## src/rtl/dbf_pkg.sv

```systemverilog
package dbf_pkg;
  localparam logic [2:0] MODE_DEADBAND = 3'b100;
  localparam int ADDR_GCTRL  = 0;
  localparam int ADDR_STAT   = 1;
  localparam int ADDR_SWFLT  = 2;
  localparam int ADDR_SAFE   = 3;
  localparam int ADDR_PHC    = 4;
  localparam int ADDR_RELOAD = 8;
  localparam int PSW    = 8;
  localparam int FLT_CW = 6;

  // number of consecutive active samples that must precede recognition
  function automatic logic [FLT_CW-1:0] filt_len(input logic [1:0] k);
    return FLT_CW'(4) << k;
  endfunction

  // prescaler fires when the low sel bits of the free-running count are all ones
  function automatic logic prescale_hit(input logic [PSW-1:0] cnt, input logic [2:0] sel);
    logic [PSW-1:0] mask;
    mask = (PSW'(1) << sel) - PSW'(1);
    return (cnt & mask) == mask;
  endfunction
endpackage

```

## src/rtl/dbf_prescaler.sv

```systemverilog
module dbf_prescaler
  import dbf_pkg::*;
(
  input  logic       clk,
  input  logic       rst_n,
  input  logic [2:0] sel,
  output logic       tick
);
  logic [PSW-1:0] cnt;

  always_ff @(posedge clk or negedge rst_n) begin
    if (!rst_n) cnt <= '0;
    else        cnt <= cnt + 1'b1;
  end

  assign tick = prescale_hit(cnt, sel);

  // with the fastest setting a tick occurs on every clock
  assert_tick_full_rate_R6: assert property (@(posedge clk) disable iff (!rst_n)
    (sel == 3'd0 && $past(sel) == 3'd0) |-> (tick && $past(tick)));
endmodule

```

## src/rtl/dbf_phase.sv

```systemverilog
module dbf_phase #(
  parameter int DTW = 16
) (
  input  logic           clk,
  input  logic           rst_n,
  input  logic           tick,
  input  logic           pwm,
  input  logic           mode_db,
  input  logic [DTW-1:0] reload,
  output logic           hi_q,
  output logic           lo_q,
  output logic           uf
);
  logic           pwm_last;
  logic           waiting;
  logic [DTW-1:0] cnt;

  assign uf = mode_db & waiting & tick & (cnt == '0) & (pwm == pwm_last);

  always_ff @(posedge clk or negedge rst_n) begin
    if (!rst_n) begin
      pwm_last <= 1'b0;
      waiting  <= 1'b0;
      cnt      <= '0;
      hi_q     <= 1'b0;
      lo_q     <= 1'b0;
    end else if (!mode_db) begin
      pwm_last <= pwm;
      waiting  <= 1'b0;
      cnt      <= '0;
      hi_q     <= pwm;
      lo_q     <= ~pwm;
    end else if (pwm != pwm_last) begin
      pwm_last <= pwm;
      waiting  <= 1'b1;
      cnt      <= reload;
      hi_q     <= 1'b0;
      lo_q     <= 1'b0;
    end else if (uf) begin
      waiting  <= 1'b0;
      hi_q     <= pwm_last;
      lo_q     <= ~pwm_last;
    end else if (waiting && tick) begin
      cnt <= cnt - 1'b1;
    end
  end

  // in dead-band mode a side only turns on after the other side was off
  assert_gap_before_hi_R1: assert property (@(posedge clk) disable iff (!rst_n)
    ($rose(hi_q) && $past(mode_db)) |-> !$past(lo_q));
  assert_gap_before_lo_R1: assert property (@(posedge clk) disable iff (!rst_n)
    ($rose(lo_q) && $past(mode_db)) |-> !$past(hi_q));
  // an underflow ends the gap with exactly one side on
  assert_uf_turnon_R2: assert property (@(posedge clk) disable iff (!rst_n)
    uf |=> (hi_q != lo_q));
endmodule

```

## src/rtl/dbf_fault.sv

```systemverilog
module dbf_fault
  import dbf_pkg::*;
(
  input  logic       clk,
  input  logic       rst_n,
  input  logic       pin_n,
  input  logic       sw_n,
  input  logic       enable,
  input  logic       filt_en,
  input  logic [1:0] filt_k,
  input  logic       clr_req,
  output logic       latched,
  output logic       raw
);
  logic [FLT_CW-1:0] run;
  logic              detect;

  assign raw    = enable & (~pin_n | ~sw_n);
  assign detect = raw & (~filt_en | (run >= filt_len(filt_k)));

  always_ff @(posedge clk or negedge rst_n) begin
    if (!rst_n) begin
      run     <= '0;
      latched <= 1'b0;
    end else begin
      if (!raw)           run <= '0;
      else if (run != '1) run <= run + 1'b1;
      if (detect)                latched <= 1'b1;
      else if (clr_req && !raw)  latched <= 1'b0;
    end
  end

  // an active source keeps the latch set
  assert_latch_hold_R10: assert property (@(posedge clk) disable iff (!rst_n)
    (latched && raw) |=> latched);
  // the latch only sets from an enabled, active source
  assert_latch_cause_R7: assert property (@(posedge clk) disable iff (!rst_n)
    $rose(latched) |-> $past(raw));
  // with the shortest filter, five active samples precede recognition
  assert_filter_min_R8: assert property (@(posedge clk) disable iff (!rst_n)
    ($rose(latched) && $past(filt_en) && $past(filt_k) == 2'd0 && $past(filt_en, 5))
      |-> ($past(raw, 2) && $past(raw, 3) && $past(raw, 4) && $past(raw, 5)));
endmodule

```

## src/rtl/deadband_fault_gen.sv

```systemverilog
module deadband_fault_gen
  import dbf_pkg::*;
#(
  parameter int NPH = 3,
  parameter int DTW = 16,
  parameter int AW  = 4
) (
  input  logic           clk,
  input  logic           rst_n,
  input  logic [NPH-1:0] pwm_in,
  input  logic           flt_n,
  input  logic           bus_wr,
  input  logic [AW-1:0]  bus_addr,
  input  logic [DTW-1:0] bus_wdata,
  output logic [DTW-1:0] bus_rdata,
  output logic [NPH-1:0] drv_hi,
  output logic [NPH-1:0] drv_lo,
  output logic           irq_dt,
  output logic           irq_flt
);
  localparam int SAFE_W = 2 * NPH;

  logic [7:0]        gctrl;
  logic              sw_n_q;
  logic [SAFE_W-1:0] safe_q;
  logic [2:0]        ph_mode [NPH];
  logic [NPH-1:0]    ph_inv;
  logic [NPH-1:0]    ph_ie;
  logic [DTW-1:0]    reload [NPH];
  logic [NPH-1:0]    uf_flag;

  logic              tick;
  logic [NPH-1:0]    ph_hi, ph_lo, uf_vec;
  logic              shutdown, flt_raw;
  logic              stat_wr;

  assign stat_wr = bus_wr && (bus_addr == AW'(ADDR_STAT));

  // configuration registers
  always_ff @(posedge clk or negedge rst_n) begin
    if (!rst_n) begin
      gctrl  <= '0;
      sw_n_q <= 1'b1;
      safe_q <= '0;
      ph_inv <= '0;
      ph_ie  <= '0;
      for (int p = 0; p < NPH; p++) begin
        ph_mode[p] <= '0;
        reload[p]  <= '0;
      end
    end else if (bus_wr) begin
      if (bus_addr == AW'(ADDR_GCTRL)) gctrl  <= bus_wdata[7:0];
      if (bus_addr == AW'(ADDR_SWFLT)) sw_n_q <= bus_wdata[0];
      if (bus_addr == AW'(ADDR_SAFE))  safe_q <= bus_wdata[SAFE_W-1:0];
      for (int p = 0; p < NPH; p++) begin
        if (bus_addr == AW'(ADDR_PHC + p)) begin
          ph_mode[p] <= bus_wdata[2:0];
          ph_inv[p]  <= bus_wdata[3];
          ph_ie[p]   <= bus_wdata[4];
        end
        if (bus_addr == AW'(ADDR_RELOAD + p)) reload[p] <= bus_wdata;
      end
    end
  end

  // gap-end flags: set wins over a same-cycle clear
  always_ff @(posedge clk or negedge rst_n) begin
    if (!rst_n) uf_flag <= '0;
    else begin
      for (int p = 0; p < NPH; p++) begin
        if (uf_vec[p])                       uf_flag[p] <= 1'b1;
        else if (stat_wr && bus_wdata[2+p])  uf_flag[p] <= 1'b0;
      end
    end
  end

  dbf_prescaler u_presc (
    .clk   (clk),
    .rst_n (rst_n),
    .sel   (gctrl[6:4]),
    .tick  (tick)
  );

  for (genvar g = 0; g < NPH; g++) begin : g_phase
    dbf_phase #(.DTW(DTW)) u_phase (
      .clk     (clk),
      .rst_n   (rst_n),
      .tick    (tick),
      .pwm     (pwm_in[g]),
      .mode_db (ph_mode[g] == MODE_DEADBAND),
      .reload  (reload[g]),
      .hi_q    (ph_hi[g]),
      .lo_q    (ph_lo[g]),
      .uf      (uf_vec[g])
    );
    assign drv_hi[g] = shutdown ? safe_q[2*g]   : (ph_hi[g] ^ ph_inv[g]);
    assign drv_lo[g] = shutdown ? safe_q[2*g+1] : (ph_lo[g] ^ ph_inv[g]);
  end

  dbf_fault u_fault (
    .clk     (clk),
    .rst_n   (rst_n),
    .pin_n   (flt_n),
    .sw_n    (sw_n_q),
    .enable  (gctrl[0]),
    .filt_en (gctrl[1]),
    .filt_k  (gctrl[3:2]),
    .clr_req (stat_wr && bus_wdata[0]),
    .latched (shutdown),
    .raw     (flt_raw)
  );

  assign irq_dt  = |(uf_flag & ph_ie);
  assign irq_flt = shutdown & gctrl[7];

  always_comb begin
    bus_rdata = '0;
    if (bus_addr == AW'(ADDR_GCTRL)) bus_rdata = DTW'(gctrl);
    if (bus_addr == AW'(ADDR_STAT))  bus_rdata = DTW'({uf_flag, flt_raw, shutdown});
    if (bus_addr == AW'(ADDR_SWFLT)) bus_rdata = DTW'(sw_n_q);
    if (bus_addr == AW'(ADDR_SAFE))  bus_rdata = DTW'(safe_q);
    for (int p = 0; p < NPH; p++) begin
      if (bus_addr == AW'(ADDR_PHC + p))    bus_rdata = DTW'({ph_ie[p], ph_inv[p], ph_mode[p]});
      if (bus_addr == AW'(ADDR_RELOAD + p)) bus_rdata = reload[p];
    end
  end

  // while shut down with a fixed safe pattern the drive pins do not move
  assert_frozen_outputs_R9: assert property (@(posedge clk) disable iff (!rst_n)
    (shutdown && $past(shutdown) && $stable(safe_q)) |-> ($stable(drv_hi) && $stable(drv_lo)));
  // the gap-end interrupt rises only after a gap has ended
  assert_irq_dt_source_R2: assert property (@(posedge clk) disable iff (!rst_n)
    ($rose(irq_dt) && !$past(bus_wr)) |-> $past(|uf_vec));
endmodule

```

## config.mk

```make
export PLATFORM = sky130hd
export DESIGN_NAME = deadband_fault_gen
export DESIGN_NICKNAME = d
export VERILOG_FILES = /design/src/rtl/dbf_pkg.sv /design/src/rtl/dbf_prescaler.sv /design/src/rtl/dbf_phase.sv /design/src/rtl/dbf_fault.sv /design/src/rtl/deadband_fault_gen.sv
export SDC_FILE = /design/constraint.sdc
export NUM_CORES = 1
export LEC_CHECK = 0
export ABC_AREA = 1
export CORE_MARGIN = 2
export CORE_UTILIZATION = 35
export CTS_CLUSTER_DIAMETER = 60
export DETAILED_ROUTE_END_ITERATION = 10
export PLACE_DENSITY = 0.51
export SLEW_MARGIN = 20
export SYNTH_ARGS = -nofsm -noshare
export SYNTH_HDL_FRONTEND = slang
export SYNTH_SLANG_ARGS = --single-unit
```

## constraint.sdc

```tcl
create_clock -name clk -period 4.1 [get_ports clk]
set_clock_uncertainty 0.15 [all_clocks]
set_input_delay 0.82 -clock clk [delete_from_list [all_inputs] [get_ports clk]]
set_output_delay 0.82 -clock clk [all_outputs]
set_load 0.02 [all_outputs]
```

==> impl_metrics.toml, run 1 <==
[status]
status = "finished, final reports clean"

[clock_network]
root_buffer = "clkbuf_16"
clock-sinks = 155
cts_max_level = 4
cts_hold_buf = 0
tritoncts = "built"
post_cts_buffers = 0
path_clk_slew_ns = 0.07
cts_resized = 0
clockBufferDepth = 2
cts_made_buffers = 17
clk_latency_ns = 0.44

[routing]
drt_pass1_iterations = 5
drc = 0
drt_iter0_drc = 467
vias = 7849
detail-route-antenna-nets = 0
wl_um = 26000
routed_via_density = 4.94
wl_per_cell_um = 16.3

[placement]
place.gp.congestion = 0.936
io_buffer_count = 50
place_hpwl_um = 19100

[critical_path]
worstPathMaxFanout = 8
crit_arrival_ns = 3.10
path_buf_inv = 4
rr_startpoint = "gctrl[5]$_DFFE_PN0P_"
path_class = "primary input to output pin"
reg2reg_to = "g_phase[2].u_phase.cnt[0]$_DFFE_PN0P_"
startpoint_type = "primary input"
crit_family = "buffers and inverters"
required_ns = 3.13
reg2reg_slack_ns = 1.77
path_common_cell = "clkdlybuf4s50_1"
critPathMaxStageDelay_ns = 0.57
reg2regPathDepth = 9
critPathCaptureType = "output pin"
slowest_stage = "clkdlybuf4s50_1"
path_cells = "clkdlybuf4s50_1 > inv_1 > nand2_1 > nor2_1 > buf_4 > a221oi_1 > o22ai_1 > clkdlybuf4s50_1"

[cells_and_area]
diodes = 0
drive_above_1_share_pct = 5.93
layout_commonest_cell = "nand2_1"
area_delta_synth_final_pct = 16.3
final_nets = 1296
final_cell_mix = "nand2_1, dfrtp_1, o21ai_0"

[synthesis]
synth_enable_flop_cells = 0
ys_types = 39
async_flop_share_pct = 100
synth_nets = 1242
syn_avg_cell_area_um2 = 7.31
synth_area_um2 = 8760
synth_seq_cells = 155
yosysSeqAreaShare_pct = 44.3
netlist_instances = 1199
synthFlopType = "dfrtp_1"
ys_warn_count = 0

[sta]
min_period_over_period_pct = 99.4
slew_headroom_pct = 38.6
hold_viol = 0
finalSetupViolations = 0
tightest_slew_ns = 0.919
rsz0062_at_grt = "yes"
fmax_mhz = 245
final_max_slew_viol_count = 0
setup_tns_ns = 0
period_minus_slack_ns = 4.07

[run]
cap_violations = 0

[grt]
antenna_found_initial = 0
grt_usage_pct = 20.6
grt_pass1_wl_um = 41900
grt_max_degree = 95
overflow = 0
grt_pass1_vias = 7556

[die]
initial_utilization_pct = 35.8
die_y_um = 162
die_x_um = 162
floorplan.die_area_um2 = 26300
ios = 51
core.rowCount = 57
core-area_um2 = 24500

[pwr]
total_leakage_power_nw = 5.04
p_per_area_nw_per_um2 = 536
peakVddDrop_mv = 0.225
p_total_mw = 5.46

[worst_hold_path]
hp-class = "primary input to async pin"
-- area by class of cell --
cell class              count  area, um2
clock inverters            14        114
fillers                  2529      14300
multi-input cells         896       4290
flip-flops and latches    155       3880
well taps                 324        405
inverters                 117        439
clock buffers              17        425
repair buffers             66        639
-- worst max-delay path by stage --
| stage | from | end | slack [ns] | depth (start not counted) |
|---|---|---|---|---|
| after global routing | bus_addr[3] | bus_rdata[12] | -0.03 | 8 |
| final | bus_addr[2] | bus_rdata[7] | 0.03 | 8 |
| after CTS | bus_addr[3] | bus_rdata[4] | 0.02 | 11 |
| after detailed placement | bus_addr[3] | bus_rdata[4] | 0.03 | 11 |
| after global placement | bus_addr[3] | bus_rdata[4] | 0.07 | 11 |
| after floorplan | bus_addr[1] | bus_rdata[10] | 1.03 | 6 |
-- kinds of logic (layout without fill, tap and decap cells) --
kind of cell             after synthesis  count (layout)  share of synthesized area (%)
AND/OR/NAND/NOR                      646             646                           31.0
AO/OA/AOI/OAI                        207             207                           12.9
flip-flops                           155             155                           44.3
buffers and inverters                148             214                           6.84
XOR/XNOR                              27              27                           2.70
adder cells (fa/ha/maj)               16              16                           2.28
-- synthesized netlist by cell type, types with 3 or more instances --
cell type | n | share of area (%)
a21oi_1 | 25 | 1.4
clkbuf_1 | 17 | 0.73
nand2_1 | 407 | 17
ha_1 | 16 | 2.3
o21ai_0 | 151 | 8.6
buf_2 | 8 | 0.46
nand2_2 | 5 | 0.36
nand3_1 | 91 | 5.2
nand2_4 | 3 | 0.39
dfrtp_1 | 154 | 44
nor2_2 | 7 | 0.50
xor2_1 | 8 | 0.80
o22ai_1 | 15 | 1.1
buf_4 | 3 | 0.26
nor3_1 | 8 | 0.46
nand4_1 | 14 | 1.0
nand4_4 | 3 | 0.73
inv_1 | 115 | 4.9
buf_6 | 3 | 0.39
nor2_1 | 102 | 4.4
xnor2_1 | 19 | 1.9
-- sequential cells by signal, summed over array words and instances, names as in the netlist --
signal	cells
reload	48
g_phase.u_phase.cnt	48
sw_n_q	1
g_phase.u_phase.hi_q	3
ph_ie	3
ph_inv	3
safe_q	6
g_phase.u_phase.waiting	3
u_presc.cnt	7
g_phase.u_phase.pwm_last	3
ph_mode	9
uf_flag	3
g_phase.u_phase.lo_q	3
u_fault.run	6
u_fault.latched	1
gctrl	8
-- through the flow --
stage	hold WS (ns)	worst slack [ns]	utilization, %	instance area (um2)	cells
2_1_floorplan	0.286	1.03	-	8760	1199
3_3_place_gp	0.306	0.0677	39.4	9640	1558
3_5_place_dp	0.308	0.0299	39.4	9640	1558
4_1_cts	0.0290	0.0229	41.6	10200	1589
5_1_grt	0.0379	-0.0333	41.7	10200	1589
6_report	0.0350	0.0259	41.7	10200	1589
-- routing by layer --
metal / global-route usage (%) / up-vias / share of wire (%)
met3: 3.45 / 41 / 3.3
met5: 0 / - / 0
met4: 8.57 / 0 / 2.8
met1: 29.0 / 3672 / 50
met2: 31.5 / 148 / 44
li1: - / 3988 / -
-- power breakdown --
| part | total (mW) | leakage (nW) | internal, mW | switching, mW |
|---|---|---|---|---|
| logic | 1.84 | 2.78 | 0.666 | 1.17 |
| registers | 2.13 | 2.01 | 1.81 | 0.317 |
| clock network | 1.49 | 0.253 | 0.782 | 0.707 |
Power figures use the tool's default switching activity.
==> inputs of run 2 (changes only) <==
clock period = 5.2 ns   (was 4.1 ns; I/O delays follow)
==> run 2 against run 1 <==
  * Clock power decreased by 19%
  * First-iteration DRC count is 21% higher
  * Count of clock-buffer cells in the layout is 2 higher
  * Utilization shrank 0.25 points
  * Die area unchanged
==> impl_metrics.toml, run 2 (synthesis results as in run 1) <==
[status]
status = "finished, final reports clean"

[critical_path]
crit_arrival_ns = 3.46
path_class = "primary input to output pin"
required_ns = 4.01
startpoint_type = "primary input"
critPathCaptureType = "output pin"
reg2reg_slack_ns = 2.79
worstPathMaxFanout = 10

[cells_and_area]
final_nets = 1288
final_util_pct = 41.4
final_cell_mix = "nand2_1, dfrtp_1, o21ai_0"
area_delta_synth_final_pct = 15.6
layout_commonest_cell = "nand2_1"
stdcell_area_um2 = 10100
diodes = 0
reg.largest.list = "g_phase.u_phase.cnt: 48 flops, reload: 48 flops, ph_mode: 9 flops"
drive_above_1_share_pct = 5.25

[grt]
antenna_found_initial = 0
grt_usage_pct = 21.0
met2_usage_pct = 33.5
busiest_layer = "met2"
grt_use_met1_pct = 29.8
grt_pass1_wl_um = 43000
overflow = 0
grt_max_degree = 96
grt_pass1_vias = 7651
use_met3_pct = 3.06

[clock_network]
root_buffer = "clkbuf_16"
cts_hold_buf = 0
clockBufferDepth = 2
cts_made_buffers = 17
tritoncts = "built"
cts_resized = 0
clock-sinks = 155
path_clk_slew_ns = 0.06
cts_max_level = 4
clk_latency_ns = 0.43
post_cts_buffers = 0

[placement]
place_area_um2 = 9570
place.gp.congestion = 0.901
place_hpwl_um = 19100
place_ws_ns = 0.575
io_buffer_count = 50

[sta]
hold_viol = 0
fmax_mhz = 215
finalSetupViolations = 0
rsz0062_at_grt = "no"
tightest_slew_ns = 0.970
slew_headroom_pct = 35.1
hold-worst-slack_ns = 0.323
final.setup.worst_slack_ns = 0.554
final_max_slew_viol_count = 0
min_period_over_period_pct = 89.3
period_minus_slack_ns = 4.65
setup_tns_ns = 0

[routing]
wl_um = 26000
detail-route-antenna-nets = 0
drt_pass1_iterations = 5
routed_via_density = 4.93
vias = 7803
drt_iter0_drc = 567
drc = 0
wl_per_cell_um = 16.4

[die]
core.rowCount = 57
core-area_um2 = 24500
ios = 51
floorplan.die_area_um2 = 26300
die_y_um = 162
initial_utilization_pct = 35.8
die_x_um = 162

[worst_hold_path]
hp-class = "register to register"

[pwr]
p_per_area_nw_per_um2 = 428
peakVddDrop_mv = 0.198
total_leakage_power_nw = 4.98

[run]
cap_violations = 0
-- run 2: changes by cell type in the layout (fill, tap and decap cells not counted), sizes merged --
cell,before,now
buf,17,9
inv,121,117
clkinv,6,9
clkbuf,17,19
clkdlybuf4s50,47,49
dlymetal6s2s,2,0
bufinv,0,1
clkinvlp,4,3
-- run 2: layout make-up --
class                      count  area (um2)
tap                          324         405
fill                        2552       14300
timing repair buffer          58         562
clock inverter                13         120
clock buffer                  19         443
inverter                     117         439
sequential                   155        3880
multi-input combinational    896        4280
-- run 2: final timing paths --
check / from / endpoint / depth (start not counted)
min in group asynchronous: rst_n / u_presc.cnt[4]$_DFF_PN0_ / 1
hold reg to reg: u_presc.cnt[6]$_DFF_PN0_ / u_presc.cnt[6]$_DFF_PN0_ / 1
setup / recovery: bus_addr[1] / bus_rdata[1] / 10
max in group asynchronous: rst_n / reload[9]$_DFFE_PN0P_ / 2
hold / removal: u_presc.cnt[6]$_DFF_PN0_ / u_presc.cnt[6]$_DFF_PN0_ / 1
setup reg to reg: g_phase[1].u_phase.pwm_last$_DFFE_PN0P_ / g_phase[1].u_phase.cnt[1]$_DFFE_PN0P_ / 7
-- run 2: through the flow --
stage                     std cells  power [mW]
after detailed placement       1550        3.14
after global routing           1582        4.67
after CTS                      1582        4.37
final                          1582        4.34
after floorplan                1199        2.68
after global placement         1550        3.13
-- run 2: report_power, final --
group	switching (mW)	internal, mW
Sequential	0.248	1.43
Clock	0.535	0.673
Combinational	0.929	0.519
Total	1.71	2.62
-- run 2: metal layers --
| metal | vias up | share of wire (%) |
|---|---|---|
| met5 | - | 0 |
| met4 | 0 | 1.8 |
| met3 | 30 | 3.5 |
| met2 | 161 | 46 |
| met1 | 3627 | 49 |
| li1 | 3985 | - |
-- run 2: worst max-delay path, cell delays in order --
cell and delay [ns]:
clkdlybuf4s50_1 0.49, inv_1 0.09, nor2_1 0.22, inv_1 0.09
nor2_2 0.15, clkinv_1 0.29, o21ai_0 0.24, inv_1 0.06
nand4_1 0.15, clkdlybuf4s50_1 0.64
==> inputs of run 3 (changes only) <==
HOLD_SLACK_MARGIN = 0.05   (was unset)
==> results of run 3 <==
Final layout, timing and power as in run 2 (identical DEF).
